File: src/rtl/blink_gen.sv
module blink_gen #(
  parameter int FREQ_W  = 8,
  parameter int STEP_W  = 8,
  parameter int SYNC_FF = 2
) (
  input  logic              clk,
  input  logic              rst_n,
  input  logic              tick,
  input  logic              commit,
  input  logic [FREQ_W-1:0] freq_code,
  input  logic [STEP_W-1:0] duty_code,
  input  logic [1:0]        sync_mode,
  input  logic              sync_in,
  output logic              blink_o,
  output logic              sync_o,
  output logic              sync_oe
);
  localparam logic [STEP_W-1:0] STEP_LAST = '1;

  logic [SYNC_FF:0]   sync_sh;
  logic [FREQ_W-1:0]  pend_f, act_f, pre_q;
  logic [STEP_W-1:0]  pend_d, act_d, step_q;
  logic               master, slave, rise, restart, step_end, wrap;

  assign master   = (sync_mode == 2'b10);
  assign slave    = (sync_mode == 2'b11);
  assign rise     = sync_sh[SYNC_FF-1] & ~sync_sh[SYNC_FF];
  assign restart  = slave & rise;
  assign step_end = tick && (pre_q == act_f);
  assign wrap     = step_end && (step_q == STEP_LAST);

  always_ff @(posedge clk or negedge rst_n)
    if (!rst_n) sync_sh <= '0;
    else        sync_sh <= {sync_sh[SYNC_FF-1:0], sync_in};

  always_ff @(posedge clk or negedge rst_n)
    if (!rst_n) begin
      pend_f <= '0;
      pend_d <= '0;
    end else if (commit) begin
      pend_f <= freq_code;
      pend_d <= duty_code;
    end

  always_ff @(posedge clk or negedge rst_n)
    if (!rst_n) begin
      act_f  <= '0;
      act_d  <= '0;
      pre_q  <= '0;
      step_q <= '0;
    end else if (restart || wrap) begin
      act_f  <= commit ? freq_code : pend_f;
      act_d  <= commit ? duty_code : pend_d;
      pre_q  <= '0;
      step_q <= '0;
    end else if (step_end) begin
      pre_q  <= '0;
      step_q <= step_q + 1'b1;
    end else if (tick) begin
      pre_q  <= pre_q + 1'b1;
    end

  assign blink_o = (step_q < act_d);
  assign sync_o  = master & ~step_q[STEP_W-1];
  assign sync_oe = ~slave;
endmodule

File: config.mk
export PLATFORM = sky130hd
export DESIGN_NAME = blink_gen
export DESIGN_NICKNAME = d
export VERILOG_FILES = /design/src/rtl/blink_gen.sv
export SDC_FILE = /design/constraint.sdc
export NUM_CORES = 1
export LEC_CHECK = 0
export BUFFER_PORTS_ARGS = -buffer_cell sky130_fd_sc_hd__buf_2
export CAP_MARGIN = 10
export CORE_ASPECT_RATIO = 0.75
export CORE_MARGIN = 8
export CORE_UTILIZATION = 28
export CTS_CLUSTER_DIAMETER = 30
export DETAILED_ROUTE_END_ITERATION = 10
export PLACE_DENSITY = 0.52
export SLEW_MARGIN = 20
export SYNTH_ARGS = -nofsm -noshare
export SYNTH_HDL_FRONTEND = slang
export SYNTH_SLANG_ARGS = --single-unit
File: constraint.sdc
create_clock -name clk -period 2.6 [get_ports clk]
set_input_delay 0.26 -clock clk [delete_from_list [all_inputs] [get_ports clk]]
set_output_delay 0.26 -clock clk [all_outputs]
set_load 0.005 [all_outputs]
==> impl_results.md, run 1 <==
* Drt first pass iters at 4
* Tcrit/Tclk final at 91.5%
* Main flop type after synthesis: dfrtp_1
* Placement Rows at 29
* TritonCTS buffer count at 5
* Clock slew seen by the registers of the worst setup and hold paths at 0.07 ns
* Worst slew pin tran at 0.591 ns
* Design Power at 2.08 mW
* Asr flop ratio synth at 100%
* DPL Wire Length at 3.58 mm
* Relative max-transition margin at 59.6%
* Post-synthesis sequential area ratio at 51.7%
* Root cell of the clock tree: clkbuf_16
* Synth Area per Inst at 11.8 um^2
* Via Count at 1618
* Final core utilization at 33.9%
* Post-route insts no fill at 348
* Clock Latency Late Sink at 0.29 ns
* # DRC at 0
* H-Tree Depth at 2
* Initial antenna violation count at 0
* PortBufs at 25
* Worst vdd ir at 312 uV
* Drt wl/cell at 13.8 um
* Routed WL at 4.81 mm
* Hold_buf cts at 1
* R2R Setup Slk at 0.22 ns
* CTS resizes at 0
* I/O pin total at 26
* Minimum clock period at 2.38 ns
* EDFF count, synth at 0
* Largest fanout on the critical path at 12
* MaxCap Viol Count at 0
* Syn-to-layout area delta at 17.1%
* Status: finished clean
* Post-CTS Setup Inserts at 0
* Skew final at 0.00408 ns
* Die height at 97.3 um
* Main area contributors after synthesis: dfrtp_1 (52%), mux2_2 (10%), mux2_4 (6.1%)
* Initial core utilization at 28.9%
* Crit Path Category: flop to flop
* Slowest cell on crit path: or4_1
* Worst EP required at 2.77 ns
* Max Transition Viols Final at 0
* Clock sinks at 51
* Area leader, netlist: dfrtp_1
* Share of the synthesized area in the top cell type at 51.7%
* CP delay by family, top: simple AND/OR/NAND/NOR gates
* F_max at 0.421 GHz
* Synth Register Bits at 51
* Fraction of layout cells with a size suffix above 1 at 30.4%
* Fin nets at 271
* Gr usage total at 8.28%
* Die area at 12100 um^2
* Unique cell type count in the Yosys netlist at 37
* Vias in the first global route at 1621
* Worst slack, placed at 0.217 ns
* First-pass GRT wire length at 8.43 mm
* Critical Path Sink Type: flop
* CP Launch Type: flop
* Largest stage delay on the critical path at 0.58 ns
* Syn. warnings at 0
* Cells after Synth at 209
* Syn nets at 241
* Total gr overflow at 0
* Setup TNS at 0 ns
* Worst path bufs/invs at 1
* Leak Pwr at 1.30 nW
* Vias per cell at 4.65
* Count of final setup violators at 0
* Post-Syn Area at 2470 um^2
* ANT cells at 0
* Die Width at 124 um
* Pwr/cell area at 721 nW/um^2
* Hold Crit Class: primary input to flop
* Inst Count DP at 339
* CP Cell Sequence: xnor2_1 > nand4_1 > or4_1 > o31a_1 > buf_12 > mux2_4
* Pin count of the biggest net entering global routing at 36
* Gp weighted congestion at 0.777
* TritonCTS clock tree: built
* DR iter-0 viols at 85
* Routed Antenna Nets at 0
* RSZ-0062 raised after global routing: no
* Final setup margin at 0.222 ns
* CP arrival at 2.55 ns
* Final hold vios at 0
* CTS Buffer Depth at 2
* Core Area at 8530 um^2
==> routing by layer <==
metal,global-route usage (%),part of all wire (%)
met1,12.7,59
met5,0,0
met2,10.6,37
met4,2.22,0.60
met3,2.51,3.3
==> placed cells by master (no fill, tap or decap), types with 5 or more instances in the layout <==
| master | Yosys | layout |
|---|---|---|
| xnor2_1 | 6 | 6 |
| clkbuf_16 | 0 | 5 |
| o21ai_0 | 14 | 14 |
| and3_1 | 7 | 7 |
| dfrtp_1 | 51 | 51 |
| inv_1 | 9 | 9 |
| buf_2 | 2 | 25 |
| mux2_2 | 22 | 22 |
| mux2_4 | 10 | 10 |
| nand2_1 | 9 | 9 |
| a21oi_1 | 11 | 11 |
| ha_1 | 9 | 9 |
| nand3_1 | 10 | 10 |
| nor3_1 | 5 | 5 |
==> registers in the layout, indices dropped and copies added (netlist names) <==
signal   cells
pend_d       8
pre_q        8
act_d        8
act_f        8
pend_f       8
sync_sh      3
step_q       8
==> final cells by class <==
| class | count | area, um^2 |
|---|---|---|
| flip-flops and latches | 51 | 1280 |
| repair buffers | 31 | 185 |
| well taps | 108 | 135 |
| clock inverters | 3 | 23.8 |
| multi-input cells | 141 | 1110 |
| fillers | 848 | 5640 |
| clock buffers | 5 | 125 |
| inverters | 9 | 33.8 |
==> cell usage after synthesis (all sizes together) (4+ instances only) <==
library cell,n
a21oi,11
and3,7
buf,4
clkbuf,4
dfrtp,51
ha,9
inv,9
mux2,32
nand2,9
nand2b,4
nand3,10
nor2,4
nor3,5
o21ai,14
or3,4
xnor2,6
==> path summary, 6_finish.rpt <==
kind / from / endpoint / depth (start not counted)
hold / removal: sync_in / sync_sh[0] / 1
min in group asynchronous: rst_n / step_q[2] / 2
hold reg to reg: sync_sh[0] / sync_sh[1] / 0
max in group asynchronous: rst_n / act_d[6] / 3
setup / recovery: pre_q[3] / act_d[6] / 6
setup reg to reg: pre_q[3] / act_d[6] / 6
==> cell families after synthesis <==
| kind of cell | synth area share, % |
|---|---|
| and+or+nand+nor | 13.3 |
| DFF | 51.7 |
| AOI/OAI and AO/OA | 7.76 |
| muxes | 16.5 |
| buffers and inverters | 3.30 |
| adders and majority gates | 4.56 |
| xor gates and xnor gates | 2.84 |
==> power by group <==
| part | total [mW] | internal (mW) | switching [mW] |
|---|---|---|---|
| clock network | 0.665 | 0.362 | 0.303 |
| registers | 1.03 | 0.923 | 0.110 |
| logic | 0.386 | 0.224 | 0.162 |
| total | 2.08 | 1.51 | 0.575 |
==> stage by stage <==
| step | area [um^2] | hold slack [ns] |
|---|---|---|
| 2_1_floorplan | 2470 | -0.0356 |
| 3_3_place_gp | 2730 | 0.210 |
| 3_5_place_dp | 2730 | 0.204 |
| 4_1_cts | 2890 | 0.0875 |
| 5_1_grt | 2890 | 0.0811 |
| 6_report | 2890 | 0.0862 |
Power figures use the tool's default switching activity.
==> run 2: changes to the inputs <==
--- a/config.mk
+++ b/config.mk
@@ -12,7 +12,7 @@
 export CORE_UTILIZATION = 28
 export CTS_CLUSTER_DIAMETER = 30
 export DETAILED_ROUTE_END_ITERATION = 10
-export PLACE_DENSITY = 0.52
+export PLACE_DENSITY = 0.54
 export SLEW_MARGIN = 20
 export SYNTH_ARGS = -nofsm -noshare
 export SYNTH_HDL_FRONTEND = slang
==> constraint.sdc (replaced) <==
create_clock -name clk -period 2.09 [get_ports clk]
set_input_delay 0.209 -clock clk [delete_from_list [all_inputs] [get_ports clk]]
set_output_delay 0.209 -clock clk [all_outputs]
set_load 0.005 [all_outputs]
==> run 2 against run 1 <==
Net effect: the run now ends with negative setup slack left; wire length is 7.9% higher; combinational power is 59% higher; critical path depth stayed put; clock power is 35% higher; clock-buffer cell count stayed put; critical endpoint is now act_f[0]; die area stayed put.
==> impl_results.md, run 2 (same netlist as run 1, synthesis figures left out) <==
* Skew final at 0.00420 ns
* Setup TNS at -2.10 ns
* Pwr/cell area at 891 nW/um^2
* Tcrit/Tclk final at 106%
* Total gr overflow at 0
* Crit Path Category: flop to flop
* Worst EP required at 2.26 ns
* Worst slew pin tran at 0.527 ns
* Most frequent cells in the layout: dfrtp_1 (51), buf_2 (25), buf_4 (23), mux2_2 (22), o21ai_0 (14)
* Worst vdd ir at 407 uV
* RSZ-0062 raised after global routing: yes
* Pin count of the biggest net entering global routing at 23
* Vias per cell at 4.72
* ANT cells at 0
* Routed Antenna Nets at 0
* Syn-to-layout area delta at 26.6%
* Root cell of the clock tree: clkbuf_16
* # DRC at 0
* I/O pin total at 26
* # fillers at 846
* Final hold vios at 0
* Minimum clock period at 2.22 ns
* DPL Wire Length at 3.77 mm
* H-Tree Depth at 2
* Drt first pass iters at 4
* Count of final setup violators at 19
* Status: finished, violations left
* MaxCap Viol Count at 0
* Initial core utilization at 28.9%
* Placement Rows at 29
* Leak Pwr at 1.42 nW
* Die Width at 124 um
* Metal3 WL at 254 um
* M1 wire length at 2.73 mm
* TritonCTS buffer count at 5
* DR iter-0 viols at 51
* Routed WL at 5.19 mm
* PortBufs at 25
* Multi-input combinational cell area at 1160 um^2
* TritonCTS clock tree: built
* CP arrival at 2.39 ns
* Largest fanout on the critical path at 8
* Final setup margin at -0.131 ns
* FF/Latch Area at 1280 um^2
* Gr usage total at 9.03%
* Most common cell after layout, fill and taps aside: dfrtp_1
* Failing checks: negative setup slack
* Fin nets at 293
* Critical Path Sink Type: flop
* CTS Buffer Depth at 2
* Clock slew seen by the registers of the worst setup and hold paths at 0.06 ns
* Core Area at 8530 um^2
* Relative max-transition margin at 64.9%
* Clock sinks at 51
* Clock Latency Late Sink at 0.28 ns
* First-pass GRT wire length at 9.05 mm
* Drt wl/cell at 14.1 um
* Die height at 97.3 um
* F_max at 0.450 GHz
* Die area at 12100 um^2
* Met2 WL at 2.16 mm
* Fraction of layout cells with a size suffix above 1 at 38.3%
* Final core utilization at 36.6%
* Gp weighted congestion at 0.747
* Highest metal used: met4
* Hold Crit Class: primary input to flop
* Initial antenna violation count at 0
* Vias in the first global route at 1769
* CP Launch Type: flop
* Via Count at 1740
* Max Transition Viols Final at 0
[run 2: changes by cell type in the layout (fill, tap and decap cells not counted), sizes merged]
cell | before | now
buf | 30 | 52
bufinv | 0 | 1
clkinv | 1 | 0
inv | 10 | 9
[run 2: worst max-delay path: stages (launching register included)]
cell     delay [ns]
dfrtp_1        0.42
xnor2_1        0.15
nand4_1        0.20
or4_4          0.59
o31a_1         0.29
buf_6          0.16
mux2_4         0.29
[run 2: final timing paths]
kind,slack [ns],cells past startpoint,start,to
max in group asynchronous,1.04,3,rst_n,pend_d[4]
worst max-delay path,-0.13,6,act_f[3],act_f[0]
min in group asynchronous,0.44,2,rst_n,step_q[0]
worst min register to register,0.36,0,sync_sh[0],sync_sh[1]
worst min-delay path,0.04,1,sync_in,sync_sh[0]
worst max register to register,-0.13,6,act_f[3],act_f[0]
[run 2: where the power goes]
| part | leakage, nW | switching (mW) | total [mW] | internal [mW] |
|---|---|---|---|---|
| logic | 0.710 | 0.255 | 0.614 | 0.359 |
| registers | 0.632 | 0.125 | 1.27 | 1.15 |
| clock network | 0.0759 | 0.337 | 0.895 | 0.558 |
| total | 1.42 | 0.717 | 2.78 | 2.07 |
[run 2: area by class of cell]
class / count / share of cell area (%)
repair buffers: 53 / 11.4
clock inverters: 2 / 1.20
clock buffers: 5 / 4.01
multi-input cells: 141 / 37.1
inverters: 9 / 1.08
flip-flops and latches: 51 / 40.9
well taps: 108 / 4.33
[run 2: through the flow]
stage                     cell area [um^2]  instances  total power [mW]  worst slack (ns)  hold WS, ns
after floorplan                       2480        209              1.64            -0.198      -0.0866
after global placement                2840        355              1.84            -0.113        0.227
after detailed placement              2840        355              1.86            -0.140        0.219
after CTS                             3090        367              2.80            -0.132       0.0373
after global routing                  3120        369              2.96            -0.209       0.0361
final                                 3120        369              2.78            -0.131       0.0393
[run 2: layer usage]
metal / vias to the layer above / track usage [%]
met4: 0 / 3.05
met2: 34 / 12.2
met1: 847 / 13.4
met3: 6 / 2.13
met5: - / 0
li1: 853 / -
[run 2: what timing repair did]
action / 4_1_cts / 5_1_grt
resized for setup: 11 / 4
endpoints found under the setup margin: 23 / 25
hold buffers: 1 / 0
hold endpoints to repair: 20 / 0
setup buffers: 4 / 2
pin swaps: 8 / 4
==> run 3: changes to the inputs <==
--- a/config.mk
+++ b/config.mk
@@ -7,12 +7,15 @@
 export LEC_CHECK = 0
 export BUFFER_PORTS_ARGS = -buffer_cell sky130_fd_sc_hd__buf_2
 export CAP_MARGIN = 10
+export CELL_PAD_IN_SITES_DETAIL_PLACEMENT = 0
+export CELL_PAD_IN_SITES_GLOBAL_PLACEMENT = 1
 export CORE_ASPECT_RATIO = 0.75
 export CORE_MARGIN = 8
 export CORE_UTILIZATION = 28
 export CTS_CLUSTER_DIAMETER = 30
+export CTS_CLUSTER_SIZE = 10
 export DETAILED_ROUTE_END_ITERATION = 10
-export PLACE_DENSITY = 0.54
+export PLACE_DENSITY = 0.62
 export SLEW_MARGIN = 20
 export SYNTH_ARGS = -nofsm -noshare
 export SYNTH_HDL_FRONTEND = slang
==> run 3 against run 2 <==
Net effect: the run still ends with negative setup slack left; fmax is 3.9% higher; hold slack worse by 0.0037 ns; via count shrank 0.63%; clock-buffer cell count grew 1; register-to-register slack better by 0.08 ns; wire length increased by 2.6%; die area unchanged; combinational power rose by 3%; core utilization grew 0.45 points; global-route usage is 0.099 points higher.
==> impl_results.md, run 3 (same netlist as run 1, synthesis figures left out) <==
* M1 GR Usage at 13.7%
* Largest fanout on the critical path at 16
* Leak Pwr at 1.43 nW
* ANT cells at 0
* Final core utilization at 37.1%
* First-pass GRT wire length at 9.00 mm
* Design Power at 2.73 mW
* TritonCTS clock tree: built
* CP arrival at 2.31 ns
* Hold Crit Class: primary input to flop
* M3 GR Usage at 2.67%
* # fillers at 814
* Placed Area at 2870 um^2
* Placement Rows at 29
* Final setup margin at -0.0484 ns
* Design area at 3160 um^2
* Clock Latency Late Sink at 0.29 ns
* Initial antenna violation count at 0
* # DRC at 0
* Fin nets at 294
* Count of final setup violators at 16
* Root cell of the clock tree: clkbuf_16
* Drt wl/cell at 14.4 um
* Status: finished, violations left
* DPL Wire Length at 3.89 mm
* Worst EP required at 2.26 ns
* Syn-to-layout area delta at 28.1%
* DR iter-0 viols at 66
* Most common cell after layout, fill and taps aside: dfrtp_1
* Final hold vios at 0
* Most frequent cells in the layout: dfrtp_1 (49), buf_2 (25), buf_4 (24), mux2_2 (22), o21ai_0 (14)
* Skew final at 0.00535 ns
* Final hold slack at 0.0356 ns
* Tcrit/Tclk final at 102%
* Gp weighted congestion at 0.749
* Pwr/cell area at 862 nW/um^2
* Die Width at 124 um
* Critical Path Sink Type: flop
* RSZ-0062 raised after global routing: yes
* R2R Setup Slk at -0.05 ns
* Worst slack, placed at -0.134 ns
* Via Count at 1729
* Routed Antenna Nets at 0
* Drt first pass iters at 4
* Minimum clock period at 2.14 ns
* Fraction of layout cells with a size suffix above 1 at 41.1%
* Die area at 12100 um^2
* Core Area at 8530 um^2
* H-Tree Depth at 2
* Routed WL at 5.33 mm
* FF/Latch Area at 1280 um^2
* Clock sinks at 51
* Initial core utilization at 28.9%
* PortBufs at 25
* F_max at 0.468 GHz
* Top Usage Layer GRT: met1
* I/O pin total at 26
* Pin count of the biggest net entering global routing at 31
* Vias per cell at 4.66
* Crit Path Category: flop to flop
* Vias in the first global route at 1767
* Die height at 97.3 um
* Total gr overflow at 0
* Relative max-transition margin at 64.5%
* Worst slew pin tran at 0.532 ns
* CTS Buffer Depth at 2
* CP Launch Type: flop
* Worst vdd ir at 388 uV
* Clock slew seen by the registers of the worst setup and hold paths at 0.07 ns
* Gr usage total at 9.13%
* Failing checks: negative setup slack
* Max Transition Viols Final at 0
* TritonCTS buffer count at 5
* Met2 global-route usage at 11.7%
* Multi-input combinational cell area at 1190 um^2
* MaxCap Viol Count at 0
==> run 3: cell type report <==
class | instances | share of cell area, %
Sequential cell | 51 | 40.4
Multi-Input combinational cell | 141 | 37.7
Timing Repair Buffer | 54 | 12.0
Tap cell | 108 | 4.27
Clock buffer | 6 | 4.08
Inverter | 9 | 1.07
Clock inverter | 2 | 0.514
==> run 3: per-layer routing <==
layer / wire length (um) / vias up
met1: 2880 / 832
met2: 2110 / 36
li1: - / 856
met5: 0 / -
met3: 265 / 5
met4: 68 / 0
==> run 3: through the flow <==
| stage | setup TNS, ns | instances |
|---|---|---|
| final | -0.499 | 371 |
| after global routing | -1.46 | 371 |
| after CTS | -0.495 | 369 |
| after detailed placement | -1.70 | 356 |
| after global placement | -1.11 | 356 |
| after floorplan | -2.13 | 209 |
==> run 3: repair_timing <==
| action | 4_1_cts | 5_1_grt |
|---|---|---|
| pin swaps | 10 | 4 |
| cloned | 0 | 0 |
| setup buffers | 4 | 2 |
| endpoints found under the hold margin | 21 | 0 |
| hold buffers | 1 | 0 |
| setup endpoints to repair | 23 | 23 |
| resized for setup | 7 | 11 |
==> run 3: path summary, 6_finish.rpt <==
kind	end	depth (start not counted)	start
setup / recovery	act_f[6]	6	act_f[3]
hold / removal	sync_sh[0]	1	sync_in
setup reg to reg	act_f[6]	6	act_f[3]
hold reg to reg	sync_sh[1]	0	sync_sh[0]
max in group asynchronous	pend_f[1]	3	rst_n
min in group asynchronous	pend_f[7]	2	rst_n
==> run 3: worst max-delay path, stage by stage, from the launching register on <==
cell and delay (ns):
dfrtp_1 0.42, xnor2_1 0.16, nand4_1 0.14, or4_4 0.55
o31a_1 0.29, buf_12 0.17, mux2_4 0.30
==> run 3: power by group <==
part           internal, mW  switching, mW  total, mW  leakage, nW
clock                 0.449          0.360      0.809       0.0675
combinational         0.384          0.248      0.632        0.738
sequential             1.15          0.136       1.29        0.629
